[src/rtl/osr_rx_pkg.sv]
package osr_rx_pkg;

    typedef enum logic [2:0] {
        RX_IDLE,
        RX_START,
        RX_DATA,
        RX_PAR,
        RX_STOP,
        RX_STOP2
    } rx_state_e;

    typedef enum logic [1:0] {
        FMT_8N1 = 2'b00,
        FMT_8N2 = 2'b01,
        FMT_8P1 = 2'b10,
        FMT_9N1 = 2'b11
    } rx_fmt_e;

    typedef struct packed {
        logic noise;
        logic framing;
        logic parity;
    } rx_evt_t;

endpackage

[src/rtl/osr_rx_sync.sv]
module osr_rx_sync #(
    parameter int   STAGES  = 2,
    parameter logic RST_VAL = 1'b1
) (
    input  logic clk,
    input  logic rst_n,
    input  logic d,
    output logic q
);

    logic [STAGES-1:0] chain;

    for (genvar g = 0; g < STAGES; g++) begin : g_stage
        if (g == 0) begin : g_first
            always_ff @(posedge clk or negedge rst_n) begin
                if (!rst_n) chain[0] <= RST_VAL;
                else        chain[0] <= d;
            end
        end else begin : g_next
            always_ff @(posedge clk or negedge rst_n) begin
                if (!rst_n) chain[g] <= RST_VAL;
                else        chain[g] <= chain[g-1];
            end
        end
    end

    assign q = chain[STAGES-1];

endmodule

[src/rtl/osr_rx_vote.sv]
module osr_rx_vote #(
    parameter int N = 3
) (
    input  logic [N-1:0] smp,
    output logic         maj,
    output logic         split
);

    localparam int CW = $clog2(N + 1);

    logic [CW-1:0] ones;

    always_comb begin
        ones = '0;
        for (int i = 0; i < N; i++) begin
            ones = ones + CW'(smp[i]);
        end
    end

    assign maj   = (ones > CW'(N / 2));
    assign split = (ones != '0) && (ones != CW'(N));

endmodule

[src/rtl/osr_rx_fsm.sv]
module osr_rx_fsm
    import osr_rx_pkg::*;
#(
    parameter int OSR        = 16,
    parameter int VOTE_LO    = 7,
    parameter int VOTE_N     = 3,
    parameter int DATA_W     = 8,
    parameter int IDLE_HIGHS = 3
) (
    input  logic              clk,
    input  logic              rst_n,
    input  logic              tick,
    input  logic              rx_s,
    input  logic              rx_en,
    input  logic [1:0]        fmt_mode,
    input  logic              par_even,
    output logic              done,
    output logic [DATA_W:0]   frame_word,
    output rx_evt_t           evt,
    output logic              busy
);

    localparam int CNT_W   = $clog2(OSR + 1);
    localparam int HC_W    = $clog2(IDLE_HIGHS + 1);
    localparam int BIT_W   = $clog2(DATA_W + 2);
    localparam int VOTE_HI = VOTE_LO + VOTE_N - 1;

    rx_state_e         state, state_nx;
    logic [CNT_W-1:0]  scnt;
    logic [CNT_W-1:0]  nxt_cnt;
    logic [HC_W-1:0]   hcnt;
    logic [BIT_W-1:0]  bcnt;
    logic [BIT_W-1:0]  n_data;
    logic [VOTE_N-2:0] smp;
    logic [VOTE_N-1:0] vote_vec;
    logic [DATA_W:0]   shreg;
    rx_fmt_e           fmt_q;
    logic              pe_q;
    logic              par_q;
    logic              in_win, at_vote, at_end;
    logic              vote_maj, vote_split;
    logic              start_hit;

    assign nxt_cnt   = scnt + CNT_W'(1);
    assign in_win    = (nxt_cnt >= CNT_W'(VOTE_LO)) && (nxt_cnt <= CNT_W'(VOTE_HI));
    assign at_vote   = tick && (state != RX_IDLE) && (nxt_cnt == CNT_W'(VOTE_HI));
    assign at_end    = tick && (state != RX_IDLE) && (nxt_cnt == CNT_W'(OSR));
    assign vote_vec  = {smp, rx_s};
    assign n_data    = (fmt_q == FMT_9N1) ? BIT_W'(DATA_W + 1) : BIT_W'(DATA_W);
    assign start_hit = tick && !rx_s && (hcnt == HC_W'(IDLE_HIGHS));
    assign busy      = (state != RX_IDLE);

    osr_rx_vote #(.N(VOTE_N)) u_vote (
        .smp   (vote_vec),
        .maj   (vote_maj),
        .split (vote_split)
    );

    // state register
    always_ff @(posedge clk or negedge rst_n) begin
        if (!rst_n) state <= RX_IDLE;
        else        state <= state_nx;
    end

    // next state and per-cycle outputs
    always_comb begin
        state_nx = state;
        done     = 1'b0;
        evt      = '0;
        if (!rx_en) begin
            state_nx = RX_IDLE;
        end else begin
            unique case (state)
                RX_IDLE: begin
                    if (start_hit) state_nx = RX_START;
                end
                RX_START: begin
                    if (at_vote) begin
                        if (vote_maj) state_nx = RX_IDLE;
                        else          evt.noise = vote_split;
                    end else if (at_end) begin
                        state_nx = RX_DATA;
                    end
                end
                RX_DATA: begin
                    if (at_vote) evt.noise = vote_split;
                    if (at_end && (bcnt == n_data - BIT_W'(1))) begin
                        state_nx = (fmt_q == FMT_8P1) ? RX_PAR : RX_STOP;
                    end
                end
                RX_PAR: begin
                    if (at_vote) begin
                        evt.noise  = vote_split;
                        evt.parity = ((^shreg[DATA_W:1]) ^ vote_maj) == pe_q;
                    end
                    if (at_end) state_nx = RX_STOP;
                end
                RX_STOP: begin
                    if (at_vote) begin
                        evt.noise   = vote_split;
                        evt.framing = !vote_maj;
                        if (fmt_q != FMT_8N2) begin
                            done     = 1'b1;
                            state_nx = RX_IDLE;
                        end
                    end else if (at_end) begin
                        state_nx = RX_STOP2;
                    end
                end
                RX_STOP2: begin
                    if (at_vote) begin
                        evt.noise   = vote_split;
                        evt.framing = !vote_maj;
                        done        = 1'b1;
                        state_nx    = RX_IDLE;
                    end
                end
                default: state_nx = RX_IDLE;
            endcase
        end
    end

    // counters and shift datapath
    always_ff @(posedge clk or negedge rst_n) begin
        if (!rst_n) begin
            scnt  <= '0;
            hcnt  <= '0;
            bcnt  <= '0;
            smp   <= '0;
            shreg <= '0;
            fmt_q <= FMT_8N1;
            pe_q  <= 1'b0;
            par_q <= 1'b0;
        end else if (!rx_en) begin
            scnt <= '0;
            hcnt <= '0;
            bcnt <= '0;
        end else if (tick) begin
            if (state == RX_IDLE) begin
                if (rx_s) begin
                    if (hcnt != HC_W'(IDLE_HIGHS)) hcnt <= hcnt + HC_W'(1);
                end else begin
                    hcnt <= '0;
                end
                if (start_hit) begin
                    scnt  <= CNT_W'(1);
                    bcnt  <= '0;
                    shreg <= '0;
                    fmt_q <= rx_fmt_e'(fmt_mode);
                    pe_q  <= par_even;
                end
            end else begin
                scnt <= at_end ? '0 : nxt_cnt;
                if (in_win) smp <= {smp[VOTE_N-3:0], rx_s};
                if (at_vote && (state == RX_DATA)) shreg <= {vote_maj, shreg[DATA_W:1]};
                if (at_vote && (state == RX_PAR))  par_q <= vote_maj;
                if (at_end && (state == RX_DATA))  bcnt  <= bcnt + BIT_W'(1);
            end
        end
    end

    always_comb begin
        unique case (fmt_q)
            FMT_9N1: frame_word = shreg;
            FMT_8P1: frame_word = {par_q, shreg[DATA_W:1]};
            default: frame_word = {1'b0, shreg[DATA_W:1]};
        endcase
    end

endmodule

[src/rtl/osr_rx_hold.sv]
module osr_rx_hold
    import osr_rx_pkg::*;
#(
    parameter int DATA_W = 8
) (
    input  logic              clk,
    input  logic              rst_n,
    input  logic              done,
    input  logic [DATA_W:0]   frame_word,
    input  rx_evt_t           evt,
    input  logic              rd_data_stb,
    input  logic              rd_stat_stb,
    output logic [DATA_W-1:0] rx_data,
    output logic              rx_bit9,
    output logic              rx_full,
    output logic              err_noise,
    output logic              err_framing,
    output logic              err_parity,
    output logic              err_overrun
);

    logic load, ovr_ev;

    assign load   = done && !rx_full;
    assign ovr_ev = done && rx_full;

    always_ff @(posedge clk or negedge rst_n) begin
        if (!rst_n) begin
            rx_data <= '0;
            rx_bit9 <= 1'b0;
            rx_full <= 1'b0;
        end else begin
            if (load) begin
                rx_data <= frame_word[DATA_W-1:0];
                rx_bit9 <= frame_word[DATA_W];
                rx_full <= 1'b1;
            end else if (rd_data_stb) begin
                rx_full <= 1'b0;
            end
        end
    end

    always_ff @(posedge clk or negedge rst_n) begin
        if (!rst_n) begin
            err_noise   <= 1'b0;
            err_framing <= 1'b0;
            err_parity  <= 1'b0;
            err_overrun <= 1'b0;
        end else begin
            err_noise   <= (err_noise   && !rd_stat_stb) || evt.noise;
            err_framing <= (err_framing && !rd_stat_stb) || evt.framing;
            err_parity  <= (err_parity  && !rd_stat_stb) || evt.parity;
            err_overrun <= (err_overrun && !rd_stat_stb) || ovr_ev;
        end
    end

endmodule

[src/rtl/osr_uart_rx.sv]
module osr_uart_rx
    import osr_rx_pkg::*;
#(
    parameter int OSR         = 16,
    parameter int VOTE_LO     = 7,
    parameter int VOTE_N      = 3,
    parameter int DATA_W      = 8,
    parameter int IDLE_HIGHS  = 3,
    parameter int SYNC_STAGES = 2
) (
    input  logic              clk,
    input  logic              rst_n,
    input  logic              os_tick,
    input  logic              rx_in,
    input  logic              rx_en,
    input  logic [1:0]        fmt_mode,
    input  logic              par_even,
    input  logic              rd_data_stb,
    input  logic              rd_stat_stb,
    output logic [DATA_W-1:0] rx_data,
    output logic              rx_bit9,
    output logic              rx_full,
    output logic              err_noise,
    output logic              err_framing,
    output logic              err_parity,
    output logic              err_overrun
);

    logic            rx_s;
    logic            frame_done;
    logic            fsm_busy;
    logic            any_ev;
    logic [DATA_W:0] frame_word;
    rx_evt_t         evt;

    osr_rx_sync #(.STAGES(SYNC_STAGES), .RST_VAL(1'b1)) u_sync (
        .clk   (clk),
        .rst_n (rst_n),
        .d     (rx_in),
        .q     (rx_s)
    );

    osr_rx_fsm #(
        .OSR        (OSR),
        .VOTE_LO    (VOTE_LO),
        .VOTE_N     (VOTE_N),
        .DATA_W     (DATA_W),
        .IDLE_HIGHS (IDLE_HIGHS)
    ) u_fsm (
        .clk        (clk),
        .rst_n      (rst_n),
        .tick       (os_tick),
        .rx_s       (rx_s),
        .rx_en      (rx_en),
        .fmt_mode   (fmt_mode),
        .par_even   (par_even),
        .done       (frame_done),
        .frame_word (frame_word),
        .evt        (evt),
        .busy       (fsm_busy)
    );

    osr_rx_hold #(.DATA_W(DATA_W)) u_hold (
        .clk         (clk),
        .rst_n       (rst_n),
        .done        (frame_done),
        .frame_word  (frame_word),
        .evt         (evt),
        .rd_data_stb (rd_data_stb),
        .rd_stat_stb (rd_stat_stb),
        .rx_data     (rx_data),
        .rx_bit9     (rx_bit9),
        .rx_full     (rx_full),
        .err_noise   (err_noise),
        .err_framing (err_framing),
        .err_parity  (err_parity),
        .err_overrun (err_overrun)
    );

    assign any_ev = evt.noise || evt.framing || evt.parity || (frame_done && rx_full);

endmodule

[config.mk]
export PLATFORM = sky130hd
export DESIGN_NAME = osr_uart_rx
export DESIGN_NICKNAME = d
export VERILOG_FILES = /design/src/rtl/osr_rx_pkg.sv /design/src/rtl/osr_rx_sync.sv /design/src/rtl/osr_rx_vote.sv /design/src/rtl/osr_rx_fsm.sv /design/src/rtl/osr_rx_hold.sv /design/src/rtl/osr_uart_rx.sv
export SDC_FILE = /design/constraint.sdc
export NUM_CORES = 1
export LEC_CHECK = 0
export BUFFER_PORTS_ARGS = -buffer_cell sky130_fd_sc_hd__buf_2
export CORE_MARGIN = 2
export CORE_UTILIZATION = 35
export DETAILED_ROUTE_END_ITERATION = 8
export PLACE_DENSITY = 0.57
export SYNTH_ARGS = -nofsm -noshare
export SYNTH_HDL_FRONTEND = slang
export SYNTH_SLANG_ARGS = --single-unit
[constraint.sdc]
create_clock -name clk -period 2.16 [get_ports clk]
set_clock_uncertainty 0.05 [all_clocks]
set_input_delay 0.432 -clock clk [delete_from_list [all_inputs] [get_ports clk]]
set_output_delay 0.432 -clock clk [all_outputs]
set_load 0.01 [all_outputs]
[Word level (Yosys, flattened, before mapping)]
Cells that the tools add are included.
Word-level totals
  memory bits (read-only): 0
  memories: 0
  input bits: 10
  flip-flop bits (word level): 45
  latch bits: 0
  bits in writable memories: 0
Operators by class
  bitwise gates (word level): 2
  reductions and logical operators: 41
  divide/modulo/power cells: 0
  magnitude comparators: 3
  eq/ne operators: 28
  muxes and demuxes: 49
  multiply operators: 0
  shifts and indexed selects: 0
  $add $sub $neg: 6
Operators with widths (count)
  $mux 3: 13
  $mux 9: 3
  $mux 5: 5
  $mux 4: 5
  $pmux 3 s6: 1
  $pmux 9 s2: 1
  $logic_and 1x1->1: 17
  $reduce_and 4->1: 4
  $ne 3x2->1 const B: 5
  $mux 1: 13
  $mux 2: 6
  $ne 4x2->1 const B: 2
  $ne 4x4->1 const B: 2
  $reduce_and 8->1: 1
  $reduce_xor 8->1: 1
  $eq 2x2->1 const B: 3
  $eq 3x2->1 const B: 2
  $eq 3x3->1 const B: 2
  $ne 2x1->1 const B: 3
  $ne 2x2->1 const B: 3
  $reduce_and 3->1: 2
  $reduce_bool 2->1: 3
  $add 5x1->5 const B: 1
  $eq 5x4->1 const B: 1
  23 further kinds: 30

[Logic depth before layout (Yosys ltp)]
Gate-level depths: netlist (run 1).
  depth after elaboration: 9
  gate-level depth with buffers: 10
  depth with buffers taken out: 7

[Hierarchy]
A second synthesis (run 1) with hierarchy kept.
Second synthesis, totals
  cells, all modules: 259
  area, all modules: 2645.0 µm²
Modules (own cells, without submodules)
  osr_rx_fsm: area an instance 2001.9 µm², cells an instance 221, instances 1, sequential area each 725.7 µm²
  osr_rx_hold: area an instance 550.5 µm², cells an instance 32, instances 1, sequential area each 350.3 µm²
  osr_rx_sync: area an instance 52.6 µm², cells an instance 2, instances 1, sequential area each 52.6 µm²
  osr_rx_vote: area an instance 40.0 µm², cells an instance 4, instances 1, sequential area each 0.0 µm²

[Least setup slack after synthesis (run 1)]
OpenSTA, ideal clock, no wires.
  path type: reg-to-reg
  from: reg u_fsm.scnt[0]
  to: reg u_fsm.state[2]
  data arrival time: 2139 ps
  cell stages (with the launch flop): 8
  data required time: 1982 ps
  buffers on the path: 0
  path slack: -157 ps
  cells stage by stage: dfrtp_1 -> ha_1 -> a21o_1 -> a21oi_1 -> o2111ai_4 -> or3_1 -> nand4_1 -> mux2_1
Between the ends
  longest elaborated chain between the ends: 6
RTL lines
  start, declared: line osr_rx_fsm.sv:29  | logic [CNT_W-1:0] scnt;
  start signal, assigned: line osr_rx_fsm.sv:153  | scnt <= at_end ? '0 : nxt_cnt;
  $add 5x1->5 *: line osr_rx_fsm.sv:44  | assign nxt_cnt = scnt + CNT_W'(1);
  $eq 5x4->1 or $eq 5x5->1 (tied branches): line osr_rx_fsm.sv:46, osr_rx_fsm.sv:47
  $logic_and 1x1->1 (on tied branches): line osr_rx_fsm.sv:46, osr_rx_fsm.sv:47
  $mux 3 (tied with other cells): line osr_rx_fsm.sv:99  | if (at_vote) begin
  $pmux 3 s6 or $ne 3x2->1 (tied branches)
  $mux 3 or $reduce_and 8->1 (tied branches)
  end signal, assigned: line osr_rx_fsm.sv:62  | else state <= state_nx;
  end, declared: line osr_rx_fsm.sv:28  | rx_state_e state, state_nx;
Mark *: on every way between the ends. The rest lies on a longest branch, timed or not.
A chain may end at the register's enable or synchronous reset.

[Worst setup path after layout (run 1)]
  from: reg u_fsm.scnt[1]
  to: reg u_fsm.state[2]
The elaborated chain is that of the path after synthesis.

==> reports/metrics.csv, run 1 <==
stage;metric;value;unit
synthesis;#FFs+latches synth;45;
hold_path;type of the worst min-delay path;in2async;
clock_network;Post-CTS Hold Fix Bufs;0;
sta;transition time of the tightest slew-check pin;0.420;ns
placement;Detailed Place HPWL;4420;um
global_routing;vias in the first global route;2080;
sta;Final WS setup;0.0519;ns
synthesis;Syn Area/Cell;9.93;um2
floorplanning;Die ar.;8400;um2
drt;DR iter-0 viols;90;
synthesis;syn_nets;289;
power;Clock Power Share;0.284;
setup_path;CP max-delay cell;dfrtp_2;
floorplanning;Placeable Area;7330;um2
sta;fmax;474;MHz
clock_network;H-Tree Depth;2;
setup_path;required time of the critical path;2.31;ns
power;Logic pwr share;0.248;
clock_network;clock sink count;45;
sta;max-slew violation count;0;
setup_path;Critical Path Max Stage Delay;0.44;ns
finish;fraction of layout cells with a size suffix above 1;0.322;
setup_path;Worst Path Class, Setup;reg2reg;
global_routing;largest net degree at the start of global routing;31;
placement;number of port buffers;23;
placement;post-place setup slack;-0.0870;ns
floorplanning;num rows;31;
finish;multi-input logic area;1460;um2
clock_network;Setup Buffers After CTS;0;
sta;Final Hold Fails;6;
clock_network;CTS Root Cell;clkbuf_8;
placement;routability cong.;0.878;
sta;worst hold margin;-0.00702;ns
floorplanning;Die Width;91.7;um
drt;# DRC;0;
synthesis;Synth area leaders;dfrtp_1, mux2i_1, ha_1;
sta;Final Setup Violations;0;
synthesis;cell type with the highest aggregate area in the netlist;dfrtp_1;
finish;Nets;331;
power;total power;1940;uW
global_routing;total global routing overflow;0;
finish;filler instances;705;
drt;via count;2086;
floorplanning;io pins;24;
job;max_cap viols;0;
drt;Final ANT Viol Nets;0;
drt;DR vias/cell;5.05;
setup_path;Top delay family on crit path;simple AND/OR/NAND/NOR gates;
global_routing;antenna violations before repair;0;
clock_network;worst skew pair latency;0.31;ns
power;P_sw;629;uW
sta;final critical-path share of the clock period;0.976;
setup_path;Worst EP arrival;2.26;ns
drt;drt total wl;5890;um
drt;post-DR wirelength/cell;14.3;um
floorplanning;Initial Util;0.367;
global_routing;first-pass GRT wire length;10300;um
status;outcome;complete, but fails checks;
finish;Reg area;1130;um2
finish;Final Util;0.439;
status;failing checks;hold timing;
synthesis;number of flops mapped to enable cells by yosys;0;
synthesis;Syn Inst Count;271;
synthesis;Synth cell types;60;
power;PD cells;602;nW/um2
floorplanning;Chip Height;91.7;um
finish;Synth-to-Final Area Change;19.5;%
power;VDD IR-drop max;287;uV
setup_path;Setup crit end kind;register;
synthesis;Synthesis Warnings;0;
setup_path;Startpoint Class;register;
sta;RSZ-0062 raised after global routing;yes;
power;Cell Int Power;1310;uW
sta;min cycle time layout;2.11;ns
synthesis;area fraction of the dominant cell type after synthesis;0.400;
power;Lkg Pwr;0.00143;uW
synthesis;synthesized area;2690;um2
power;sequential power share;0.468;
power;Sw Share;0.325;
clock_network;CTS tree;built;
clock_network;Num CTS Buffers;5;
setup_path;Cell Chain, Critical Path;ha_4, xnor2_4, and3_4, o2111ai_4, or3_1, nand4_1, mux2_1;
finish;Inserted Diodes;0;
clock_network;CTS max path bufs;2;
setup_path;CP max FO;6;
sta;worst relative slew slack;0.720;
drt;drt pass-1 iters;4;
clock_network;clk slew on worst S/H paths;0.10;ns
synthesis;FFs w/ async S/R, synth;1.00;
global_routing;Tot GR Track Use;0.154;
setup_path;worst path bufs/invs;0;
synthesis;sequential share of the synthesized area;0.420;
synthesis;Main synth FF type;dfrtp_1;
sta;Fin Setup TNS;0;ns
power by group through the flow:
stage,Clock (uW),Combinational (uW),Sequential [uW]
2_1_floorplan,0,325,922
3_3_place_gp,0,476,920
3_5_place_dp,0,475,922
4_1_cts,565,480,905
5_1_grt,604,542,912
6_report,550,481,905
Yosys cell counts, types with 4 or more instances:
master and number:
nor2b_1 5, nand4_1 5, o21ai_0 12, nor2_1 9, o31ai_1 4, xnor2_1 9
a21oi_1 7, nand2_2 10, ha_1 7, o21ai_2 10, inv_1 21, a21o_1 4
mux2i_1 11, nand3_1 13, or3_1 4, nand2_1 22, dfrtp_1 43, mux2_2 4
o21ai_1 8
worst reg2reg max path: cells and delay by family (launching register included):
kind,cells,cell delay [ns]
flip-flops,1,0.44
XOR/XNOR,1,0.17
AND/OR/NAND/NOR,3,0.67
AO/OA/AOI/OAI,1,0.13
multiplexers,1,0.33
adder cells (fa/ha/maj),1,0.20
registers in the layout, indices dropped and copies added (netlist names), 2 cells and up:
signal,flops
u_fsm.bcnt,4
u_fsm.fmt_q,2
u_fsm.hcnt,2
u_fsm.scnt,5
u_fsm.shreg,9
u_fsm.smp,2
u_fsm.state,3
u_hold.rx_data,8
routing by layer:
layer / vias up / share of wire / track usage
met1: 999 / 0.50 / 0.221
met4: 0 / 0.010 / 0.0530
met5: - / 0 / 0
met2: 35 / 0.45 / 0.230
li1: 1044 / - / -
met3: 8 / 0.036 / 0.0329
timing repair:
| item | in CTS | in global routing |
|---|---|---|
| gates resized for setup | 4 | 5 |
| endpoints found under the hold margin | 0 | 0 |
| setup endpoints to repair | 3 | 21 |
| pin swaps | 0 | 1 |
per-stage QoR:
step	instance area [um2]	cells
finish	3220	413
global route	3220	413
CTS	3200	413
detailed placement	3080	405
global placement	3080	405
floorplan	2710	271
logic make-up (layout without fill, tap and decap cells):
kind of cell | count (synthesis) | count (layout) | share of synthesized area
AO/OA/AOI/OAI | 69 | 69 | 0.195
XOR/XNOR | 12 | 12 | 0.0419
adder cells (fa/ha/maj) | 8 | 8 | 0.0400
buffers and inverters | 33 | 76 | 0.0633
flip-flops | 45 | 45 | 0.420
multiplexers | 16 | 16 | 0.0619
AND/OR/NAND/NOR | 88 | 88 | 0.179
cells in the final DEF (no fill, tap or decap), drive strengths merged, types with 3 or more instances in the layout:
| cell type | n |
|---|---|
| nor2 | 9 |
| nor2b | 5 |
| or3 | 4 |
| o31ai | 4 |
| ha | 7 |
| nand2b | 3 |
| buf | 47 |
| mux2 | 5 |
| nor3 | 3 |
| clkbuf | 5 |
| inv | 22 |
| o22ai | 3 |
| xnor2 | 10 |
| a22oi | 3 |
| mux2i | 11 |
| nand2 | 32 |
| a21o | 4 |
| a21oi | 7 |
| nand4 | 5 |
| dfrtp | 43 |
| nand3 | 13 |
| and3 | 3 |
| and2 | 4 |
| o21ai | 30 |
| nor4b | 3 |
worst paths after layout:
kind                            slack, ns             from  cells past startpoint              end
worst min register to register       0.31  u_sync.chain[0]                      0         u_sync.q
min in group clk                     0.17            rx_in                      1  u_sync.chain[0]
worst max-delay path                 0.05    u_fsm.scnt[1]                      7   u_fsm.state[2]
worst min-delay path               -0.007            rst_n                      1    u_fsm.hcnt[1]
max in group asynchronous            1.50            rst_n                      2  u_sync.chain[0]
worst max register to register       0.05    u_fsm.scnt[1]                      7   u_fsm.state[2]
cell type report:
cell class / count / area share
multi-input cells: 193 / 0.453
clock buffers: 5 / 0.0214
flip-flops and latches: 45 / 0.352
clock inverters: 3 / 0.00661
inverters: 21 / 0.0245
well taps: 99 / 0.0385
repair buffers: 47 / 0.104
(Power assumes the default switching activity.)
==> run 2, diff against run 1 <==
- GPL_TIMING_DRIVEN: not set -> 0
- MAX_ROUTING_LAYER: not set -> met4
==> run 2 against run 1 <==
Effect of this change:
- first-iteration DRC count grew 13%
- critical endpoint unchanged
- the run ends with setup timing left
- wire length rose by 2.7%
- utilization up 1.6 points
- critical path depth did not move
- sequential power about the same
- non-clock buffer count down 3
==> reports/metrics.csv, run 2 (synthesis results as in run 1) <==
stage;metric;value;unit
status;outcome;complete, but fails checks;
status;failing checks;setup timing;
finish;Nets;328;
setup_path;Critical Path Max Stage Delay;0.45;ns
setup_path;Worst Path Class, Setup;reg2reg;
floorplanning;num rows;31;
finish;max reg flops;9;
clock_network;CTS tree;built;
placement;number of port buffers;22;
drt;drt pass-1 iters;4;
global_routing;first-pass GRT wire length;10100;um
floorplanning;Chip Height;91.7;um
setup_path;worst reg2reg path depth;7;
finish;top flop regs;u_fsm.shreg (9), u_hold.rx_data (8), u_fsm.scnt (5);
drt;Final ANT Viol Nets;0;
power;Lkg Pwr;0.00144;uW
global_routing;total global routing overflow;0;
hold_path;min-delay src;rx_in;
drt;DR iter-0 viols;102;
setup_path;Setup crit end kind;register;
hold_path;Worst Hold Path Cells;1;
setup_path;Crit. path cell count;7;
clock_network;worst skew pair latency;0.30;ns
floorplanning;Die Width;91.7;um
setup_path;worst path bufs/invs;0;
finish;area of all placed cells without fillers;3330;um2
setup_path;Startpoint Class;register;
finish;most frequent cells in the layout;dfrtp_1, buf_2, inv_1, nand2_1, o21ai_0;
placement;post-place setup slack;-0.247;ns
setup_path;required time of the critical path;2.29;ns
job;max_cap viols;0;
floorplanning;Die ar.;8400;um2
finish;fraction of layout cells with a size suffix above 1;0.331;
hold_path;type of the worst min-delay path;in2reg;
clock_network;clk slew on worst S/H paths;0.10;ns
setup_path;CP max FO;5;
setup_path;Top delay family on crit path;simple AND/OR/NAND/NOR gates;
clock_network;clock sink count;45;
floorplanning;io pins;24;
power;VDD IR-drop max;295;uV
finish;Synth-to-Final Area Change;23.8;%
setup_path;Cell Chain, Critical Path;ha_4, xnor2_4, and3_4, o2111ai_4, or3_1, nand4_1, mux2_4;
sta;Final Setup Violations;6;
setup_path;CP max-delay cell;dfrtp_2;
clock_network;Num CTS Buffers;5;
sta;final critical-path share of the clock period;1.03;
floorplanning;Initial Util;0.367;
drt;drt total wl;6050;um
sta;transition time of the tightest slew-check pin;1.05;ns
placement;routability cong.;0.834;
sta;max-slew violation count;0;
setup_path;Worst EP arrival;2.36;ns
setup_path;Critical R2R Launch;u_fsm.scnt[1];
sta;worst relative slew slack;0.300;
sta;Final Hold Fails;0;
drt;# DRC;0;
power;PD cells;580;nW/um2
clock_network;CTS Root Cell;clkbuf_8;
drt;via count;2104;
finish;Inserted Diodes;0;
sta;worst hold margin;0.183;ns
global_routing;antenna violations before repair;0;
sta;min cycle time layout;2.22;ns
floorplanning;Placeable Area;7330;um2
global_routing;vias in the first global route;2084;
finish;most common cell after layout, fill and taps aside;dfrtp_1;
finish;filler instances;688;
global_routing;largest net degree at the start of global routing;46;
placement;Detailed Place HPWL;4110;um
setup_path;CP startpoint;u_fsm.scnt[1];
drt;DR vias/cell;5.13;
sta;Final WS setup;-0.0636;ns
placement;Placement Cell Area;2950;um2
clock_network;H-Tree Depth;2;
sta;RSZ-0062 raised after global routing;yes;
clock_network;Post-CTS Hold Fix Bufs;0;
drt;post-DR wirelength/cell;14.8;um
sta;fmax;450;MHz
finish;largest reg by FF count;u_fsm.shreg;
global_routing;Tot GR Track Use;0.152;
clock_network;CTS max path bufs;2;
[run 2: cell types whose count changed in the layout (fill, tap and decap cells not counted), sizes merged]
cell and delta:
clkbuf +4, buf -7
[run 2: final timing paths]
path,to,slack [ns]
max,u_fsm.state[2],-0.06
min,u_sync.chain[0],0.18
max in group asynchronous,u_fsm.scnt[1],1.09
min reg2reg,u_sync.q,0.31
min in group asynchronous,u_fsm.state[1],0.27
max reg2reg,u_fsm.state[2],-0.06
[run 2: per-layer routing]
metal	vias to the layer above	part of all wire	GRT usage
met5	-	0	-
met4	0	0.017	0.0518
met3	8	0.039	0.0181
met2	43	0.45	0.225
met1	1017	0.50	0.218
li1	1036	-	-
[run 2: timing repair]
item / 4_1_cts / 5_1_grt
setup buffers: 9 / 1
cloned: 0 / 1
resized for setup: 10 / 26
endpoints found under the setup margin: 29 / 20
pin swaps: 6 / 23
[run 2: metrics by stage]
stage               TNS (ns)  std cells  power, uW  utilization
floorplan                  0        271       1250            -
global placement       -4.21        392       1350        0.402
detailed placement     -3.68        392       1360        0.402
CTS                  -0.0601        408       1940        0.429
global route          -0.467        410       2050        0.454
finish                -0.107        410       1930        0.454
[run 2: final cells by class]
| cell class | instances | area, um2 | share of cell area |
|---|---|---|---|
| sequential | 45 | 1130 | 0.340 |
| inverter | 21 | 78.8 | 0.0237 |
| clock buffer | 5 | 68.8 | 0.0207 |
| clock inverter | 3 | 21.3 | 0.00639 |
| buffer | 11 | 82.6 | 0.0248 |
| multi-input combinational | 193 | 1600 | 0.482 |
| tap | 99 | 124 | 0.0372 |
| timing repair buffer | 33 | 218 | 0.0654 |
[run 2: power by group]
group	switching (uW)	internal, uW	total (uW)	leakage [uW]
clock	316	230	547	0.0000445
sequential	31.5	875	906	0.000570
combinational	285	195	480	0.000829
[run 2: worst reg2reg max path, stage by stage (launching register included)]
cell and delay, ns:
dfrtp_2 0.45, ha_4 0.21, xnor2_4 0.21, and3_4 0.25, o2111ai_4 0.13, or3_1 0.34
nand4_1 0.15, mux2_4 0.31
==> run 3, diff against run 2 <==
- SETUP_SLACK_MARGIN: not set -> 0.1
==> run 3 against run 2 <==
Effect of this change:
- the run still ends with setup timing left
- non-clock buffer count is 15 higher
- worst setup slack gained 0.035 ns
- via count is 3.2% higher
- die area unchanged
- critical path depth unchanged
- clock power fell by 1%
- fmax up 1.6%
- critical endpoint unchanged
==> reports/metrics.csv, run 3 (synthesis results as in run 1) <==
stage;metric;value;unit
finish;largest reg by FF count;u_fsm.shreg;
floorplanning;Die ar.;8400;um2
global_routing;Tot GR Track Use;0.159;
sta;min cycle time layout;2.19;ns
drt;drt pass-1 iters;4;
setup_path;Startpoint Class;register;
status;failing checks;setup timing;
global_routing;vias in the first global route;2054;
status;outcome;complete, but fails checks;
clock_network;CTS tree;built;
sta;Fin Setup TNS;-0.106;ns
clock_network;CTS Root Cell;clkbuf_8;
setup_path;Top delay family on crit path;simple AND/OR/NAND/NOR gates;
sta;transition time of the tightest slew-check pin;1.04;ns
drt;DR vias/cell;5.11;
drt;# DRC;0;
finish;max reg flops;9;
floorplanning;Die Width;91.7;um
setup_path;worst path bufs/invs;0;
global_routing;total global routing overflow;0;
sta;RSZ-0062 raised after global routing;yes;
setup_path;Setup crit end kind;register;
finish;Inserted Diodes;0;
setup_path;Worst Path Class, Setup;reg2reg;
drt;Final ANT Viol Nets;0;
clock_network;H-Tree Depth;2;
placement;Placement Cell Area;2950;um2
clock_network;clock sink count;45;
power;PD cells;563;nW/um2
setup_path;Critical Path Max Stage Delay;0.42;ns
job;max_cap viols;0;
setup_path;required time of the critical path;2.30;ns
sta;Final WS setup;-0.0287;ns
drt;post-DR wirelength/cell;14.9;um
floorplanning;Placeable Area;7330;um2
finish;most frequent cells in the layout;dfrtp_1, buf_2, nand2_1, inv_1, buf_4;
placement;routability cong.;0.827;
finish;top flop regs;u_fsm.shreg (9), u_hold.rx_data (8), u_fsm.scnt (5);
global_routing;first-pass GRT wire length;10300;um
finish;most common cell after layout, fill and taps aside;dfrtp_1;
finish;area of all placed cells without fillers;3520;um2
clock_network;worst skew pair latency;0.30;ns
sta;final critical-path share of the clock period;1.01;
floorplanning;io pins;24;
setup_path;CP max-delay cell;dfrtp_2;
drt;via count;2171;
placement;number of port buffers;22;
sta;Final Hold Fails;0;
clock_network;Post-CTS Hold Fix Bufs;0;
global_routing;antenna violations before repair;0;
sta;Final Setup Violations;6;
clock_network;Num CTS Buffers;5;
finish;Synth-to-Final Area Change;30.7;%
drt;drt total wl;6320;um
finish;Nets;343;
sta;fmax;457;MHz
setup_path;Worst EP arrival;2.33;ns
power;Lkg Pwr;0.00153;uW
drt;DR iter-0 viols;128;
floorplanning;num rows;31;
hold_path;type of the worst min-delay path;in2reg;
finish;fraction of layout cells with a size suffix above 1;0.405;
floorplanning;Chip Height;91.7;um
finish;filler instances;695;
global_routing;largest net degree at the start of global routing;46;
clock_network;clk slew on worst S/H paths;0.09;ns
floorplanning;Initial Util;0.367;
finish;Final Util;0.480;
setup_path;Cell Chain, Critical Path;ha_4, nand3_1, xor2_4, or3_4, o2111ai_2, nand4_1, mux2_4;
sta;max-slew violation count;0;
power;VDD IR-drop max;236;uV
placement;Detailed Place HPWL;4210;um
setup_path;CP max FO;6;
sta;worst relative slew slack;0.306;
clock_network;CTS max path bufs;2;
[run 3: cell types whose count changed in the layout (fill, tap and decap cells not counted), moves of 4 or more]
cell	before	now
buf_4	10	17
buf_6	4	11
nand3_1	11	5
nand3_2	2	8
o21ai_0	12	7
o21ai_2	10	14
[run 3: path summary, 6_finish.rpt]
check	from	to	slack, ns	depth (start not counted)
worst max-delay path	u_fsm.scnt[0]	u_fsm.state[2]	-0.03	7
worst min-delay path	rx_in	u_sync.chain[0]	0.17	1
worst max register to register	u_fsm.scnt[0]	u_fsm.state[2]	-0.03	7
worst min register to register	u_sync.chain[0]	u_sync.q	0.31	0
max in group asynchronous	rst_n	u_fsm.scnt[0]	1.10	1
min in group asynchronous	rst_n	u_fsm.scnt[2]	0.27	1
[run 3: metal layers]
metal  vias to the layer above  track usage  wire length, um
li1                       1068            -                -
met2                        44        0.247             2990
met4                         0       0.0341               61
met5                         -            -                0
met1                      1049        0.215             3020
met3                        10       0.0337              254
[run 3: cell type report]
type	instances	area [um2]	share of cell area
plain buffers	12	101	0.0288
clock buffers	5	68.8	0.0196
clock inverters	3	22.5	0.00641
inverters	21	78.8	0.0224
multi-input cells	193	1650	0.470
flip-flops and latches	45	1130	0.322
well taps	99	124	0.0352
repair buffers	47	335	0.0954
[run 3: timing repair]
item / in CTS / in global routing
setup buffers: 12 / 11
gates resized for setup: 4 / 56
cloned: 0 / 2
endpoints found under the hold margin: 0 / 0
pin swaps: 8 / 29
endpoints found under the setup margin: 32 / 33
[run 3: power by group]
group	internal (uW)	total, uW	leakage, uW	switching (uW)
sequential	875	909	0.000574	34.3
clock	230	540	0.0000481	310
combinational	220	529	0.000909	309
[run 3: per-stage QoR]
stage	hold WS [ns]	std cells	worst slack, ns	power, uW
2_1_floorplan	0.0864	271	0.0138	1250
3_5_place_dp	0.297	392	-0.191	1360
3_3_place_gp	0.295	392	-0.198	1360
4_1_cts	0.159	412	-0.0583	1930
5_1_grt	0.144	425	-0.117	2100
6_report	0.167	425	-0.0287	1980
